===== src/rtl/gpio5_port_regs.sv =====
module gpio5_port_regs #(
  parameter int          NPIN     = 5,
  parameter logic [15:0] DIR_ADDR = 16'hFEBF,
  parameter logic [15:0] OUT_ADDR = 16'hFF6F,
  parameter logic [15:0] PIN_ADDR = 16'hFF5F
) (
  input  logic            clk,
  input  logic            por_n,
  input  logic            mrst_n,
  input  logic            hw_stby,
  input  logic            sw_stby,
  input  logic            oe_stby,
  input  logic [2:0]      mode,
  input  logic            wr_en,
  input  logic [15:0]     addr,
  input  logic [7:0]      wdata,
  output logic [7:0]      rdata,
  input  logic [NPIN-1:0] pin_in,
  output logic [NPIN-1:0] pin_oe,
  output logic [NPIN-1:0] pin_out
);
  localparam int PAD = 8 - NPIN;

  logic [NPIN-1:0] dir_q, dat_q, dir_init, pin_view;
  logic cold, boot_high, wr_ok, drive_ok, hit_dir, hit_out, hit_pin;

  assign cold      = !por_n || hw_stby;
  assign boot_high = (mode == 3'd1) || (mode == 3'd4) || (mode == 3'd5);
  assign dir_init  = {boot_high, {(NPIN-1){1'b0}}};
  assign wr_ok     = wr_en && !cold && mrst_n && !sw_stby;

  assign hit_dir = (addr == DIR_ADDR);
  assign hit_out = (addr == OUT_ADDR);
  assign hit_pin = (addr == PIN_ADDR);

  always_ff @(posedge clk) begin
    if (cold)                  dir_q <= dir_init;
    else if (wr_ok && hit_dir) dir_q <= wdata[NPIN-1:0];
  end

  always_ff @(posedge clk) begin
    if (cold || !mrst_n)       dat_q <= '0;
    else if (wr_ok && hit_out) dat_q <= wdata[NPIN-1:0];
  end

  assign drive_ok = !hw_stby && !(sw_stby && !oe_stby);
  assign pin_oe   = drive_ok ? dir_q : '0;
  assign pin_out  = dat_q;
  assign pin_view = (dir_q & dat_q) | (~dir_q & pin_in);

  always_comb begin
    if (hit_dir)      rdata = 8'hFF;
    else if (hit_out) rdata = {{PAD{1'b1}}, dat_q};
    else if (hit_pin) rdata = {{PAD{1'b1}}, pin_view};
    else              rdata = 8'h00;
  end
endmodule



===== config.mk =====
export PLATFORM = sky130hd
export DESIGN_NAME = gpio5_port_regs
export DESIGN_NICKNAME = d
export VERILOG_FILES = /design/src/rtl/gpio5_port_regs.sv
export SDC_FILE = /design/constraint.sdc
export NUM_CORES = 1
export LEC_CHECK = 0
export ABC_CLOCK_PERIOD_IN_PS = 5200
export BUFFER_PORTS_ARGS = -buffer_cell sky130_fd_sc_hd__buf_2
export CORE_UTILIZATION = 42
export DETAILED_ROUTE_END_ITERATION = 8
export PLACE_DENSITY = 0.88
export SYNTH_ARGS = -nofsm -noshare
export SYNTH_HDL_FRONTEND = slang
export SYNTH_SLANG_ARGS = --single-unit
export TNS_END_PERCENT = 100

===== constraint.sdc =====
create_clock -name clk -period 5.2 [get_ports clk]
set_clock_uncertainty 0.2 [all_clocks]
set_input_delay 1.04 -clock clk [delete_from_list [all_inputs] [get_ports clk]]
set_output_delay 1.04 -clock clk [all_outputs]
set_load 0.1 [all_outputs]

==> flow_summary_export.csv <==
group,metric,value,unit
synthesis,synthArstFlopShare,0,%
critical_path,r2r_setup_slack,4.29,ns
final_layout,drive_gt1_share,39.3,%
global_routing,globalRouteMet2Util,41.2,%
final_layout,syn_to_final_growth,39.1,%
synthesis,synthesis.area,739,sq um
hold_path,min_delay_path_depth,2,
timing,tightestPinTransition,0.754,ns
drt,first_iter_violations,26,
placed_design,placed_cells_incl_taps,162,
power,power.static_leakage,0.508,nW
status,run_status,"complete, but fails checks",
cts,ctsResizeCount,0,
drt,wl_final,2180,um
placed_design,dp.final_hpwl,1750,um
synthesis,synthTopCellsByArea,"dfxtp_1 (24%), o21ai_0 (7.4%), and2_1 (5.9%)",
cts,cts_inserted_buffers,3,
drt,dr_total_vias,925,
timing,rsz0062_at_grt,"no",
final_layout,design.final.nets,190,
cts,clock_insertion_delay_worst_skew,0.27,ns
die,rows,14,
die,floorplan.core_area,1580,sq um
die,floorplan.io_pins,57,
drt,drtPass1Iterations,6,
critical_path,crit_path_capture,"rdata[0]",
synthesis,synth.avg_cell_area,7.55,sq um
timing,setup-violations-final,0,
critical_path,cp_data_required_time,3.96,ns
cts,holdBufCountCts,0,
final_layout,final_design_area_no_fill,1030,sq um
global_routing,grt_use_met3,7.50,%
placed_design,gpl.final_weighted_congestion,0.813,
job,drv_cap,0,
global_routing,grt.busiest_layer,"met2",
hold_path,hold_path_class,"flip-flop to flip-flop",
global_routing,grt_first_pass_wirelength,3510,um
timing,peak_freq,0.253,GHz
cts,max-clock-path-buffers,2,
critical_path,worst-endpoint-arrival,2.71,ns
final_layout,finalNonFillerCells,166,
critical_path,crit_fanout,10,
critical_path,worst_setup_path_end_kind,"output port",
critical_path,critPathLaunch,"addr[13]",
critical_path,reg2reg_depth,2,
cts,tritoncts_num_sinks,10,
timing,tns,0,ns
power,irDropWorstVdd,0.153,mV
synthesis,synth_top_area_cell,"dfxtp_1",
status,failed_checks,"design-rule violations",
cts,post_cts_buffers,0,
drt,antenna_violating_nets_post_route,0,
timing,finalHoldViolCount,0,
timing,finalWorstPathRequiredPeriod,3.95,ns
global_routing,antenna_found_initial,0,
synthesis,synth_seq_cells,10,
cts,cts_root_buffer,"clkbuf_4",
placed_design,detailed_place.area,1000,sq um
global_routing,grt.overflow.total,0,
drt,drc,2,
synthesis,synth_sequential_area_ratio,28.4,%
die,floorplan.die_area,1930,sq um
final_layout,fin_util,65.2,%
critical_path,r2r-end,"pin_out[0]$_SDFFE_PP0P_",
critical_path,critical_path.startpoint_type,"primary input",
drt,per_cell_via_count_in_the_routed_design,5.57,
critical_path,crit-reg2reg-launch,"pin_out[0]$_SDFFE_PP0P_",
cts,clkTransAtPathRegs,0.06,ns
final_layout,diodes,0,
drt,wl_per_instance,13.1,um
synthesis,ys.warnings.count,0,
power,pwr_dens,167,nW/um^2
timing,timing.slew.headroom,49.3,%
die,die_x,44.0,um
cts,tritoncts,"built",
die,initial_utilization,46.9,%
global_routing,global_route.usage.total,24.8,%
power,total_power,0.172,mW
global_routing,use_met1,31.2,%
timing,min_period_over_period,76.0,%
synthesis,synth.lib_cells_used.distinct,29,
synthesis,synth_top_area_share,24.4,%
final_layout,fill_cells,140,
synthesis,synth_enable_flop_cells,1,
critical_path,timing.setup.critical_path_class,"primary input to output port",
synthesis,number_of_nets_produced_by_synthesis,137,
timing,slew_viol_final,0,
global_routing,vias_in_the_first_global_route,810,
placed_design,portBuffers,53,
synthesis,yosys_most_used_dff,"dfxtp_1",
cts,cts_max_level,1,
die,die_height,44.0,um
global_routing,grt_start_max_net_pins,11,
synthesis,syn_inst,98,
## layout make-up
cell class | count | area [sq um] | area share [%]
inverters | 7 | 26.3 | 2.55
clock buffers | 4 | 26.3 | 2.55
flip-flops and latches | 10 | 210 | 20.4
multi-input cells | 76 | 480 | 46.7
repair buffers | 53 | 265 | 25.8
well taps | 16 | 20.0 | 1.95
## worst min path at each step
| stage | from | endpoint | slack, ns |
|---|---|---|---|
| after global placement | pin_out[2]$_SDFFE_PP0P_ | pin_out[2]$_SDFFE_PP0P_ | 0.28 |
| after floorplan | dir_q[0]$_SDFFE_PP0P_ | dir_q[0]$_SDFFE_PP0P_ | 0.28 |
| after CTS | pin_out[1]$_SDFFE_PP0P_ | pin_out[1]$_SDFFE_PP0P_ | 0.30 |
| after global routing | pin_out[2]$_SDFFE_PP0P_ | pin_out[2]$_SDFFE_PP0P_ | 0.32 |
| final | pin_out[3]$_SDFFE_PP0P_ | pin_out[3]$_SDFFE_PP0P_ | 0.30 |
| after detailed placement | pin_out[1]$_SDFFE_PP0P_ | pin_out[1]$_SDFFE_PP0P_ | 0.29 |
## layout by cell type, fill, tap and decap left out
cell type and instances:
nand3_1 7, nand3b_1 1, nor4_1 1, inv_1 7, nor3_2 1, a21o_1 5, and2_1 7, nand4_1 3
or2b_1 1, dfxtp_1 9, nor2_1 1, o21ai_0 11, clkbuf_4 3, a21oi_1 6, a21boi_0 2, nand4bb_1 1
nand2_1 2, o32ai_2 1, o211ai_1 4, clkbuf_1 1, or4_1 2, nor3b_1 5, nor2b_1 4, edfxtp_1 1
or2_4 1, o22ai_1 1, nor3_1 2, buf_2 53, a21boi_1 3, o21ai_1 4
## cells in the mapped netlist (2+ instances only)
master / instances
clkbuf_1: 2
and2_1: 7
nand4_1: 3
dfxtp_1: 9
a21boi_1: 3
nor2b_1: 4
a21boi_0: 2
buf_4: 2
nor3_1: 3
nand2_1: 2
nand3_1: 7
or4_1: 2
o21ai_1: 4
nor3b_1: 5
a21o_1: 5
a21oi_1: 6
o211ai_1: 4
o21ai_0: 11
inv_1: 7
## through the flow
step | setup slack [ns] | hold slack [ns]
floorplan | -0.0625 | 0.280
CTS | 1.28 | 0.302
global route | 1.19 | 0.320
global placement | 1.29 | 0.282
finish | 1.25 | 0.295
detailed placement | 1.29 | 0.292
## worst max-delay path, cell delays in order
cell and delay, ns:
buf_2 0.08, nand4_1 0.16, or4_1 0.72, o21ai_0 0.25
buf_2 0.46
## flip-flops by register name (all words and copies together) (netlist names)
signal,count
dir_q,5
pin_out,5
## power breakdown
part           switching [mW]  internal [mW]  leakage (nW)  total (mW)
Combinational          0.0188         0.0167         0.410      0.0355
Clock                  0.0271         0.0296        0.0150      0.0567
Sequential           0.000555         0.0788        0.0830      0.0793
## cells by family (layout without fill, tap and decap cells)
family / after synthesis / count (layout) / synth area share, %
AND/OR/NAND/NOR: 39 / 39 / 32.8
AO/OA/AOI/OAI: 37 / 37 / 31.5
buffers and inverters: 12 / 64 / 7.28
flip-flops: 10 / 10 / 28.4
## metal layers
| layer | vias to the layer above | routed length [um] |
|---|---|---|
| li1 | 468 | - |
| met1 | 429 | 938 |
| met2 | 24 | 1130 |
| met3 | 4 | 91 |
| met4 | 0 | 20 |
| met5 | - | 0 |
No activity file was read; power rests on OpenSTA's default activity.
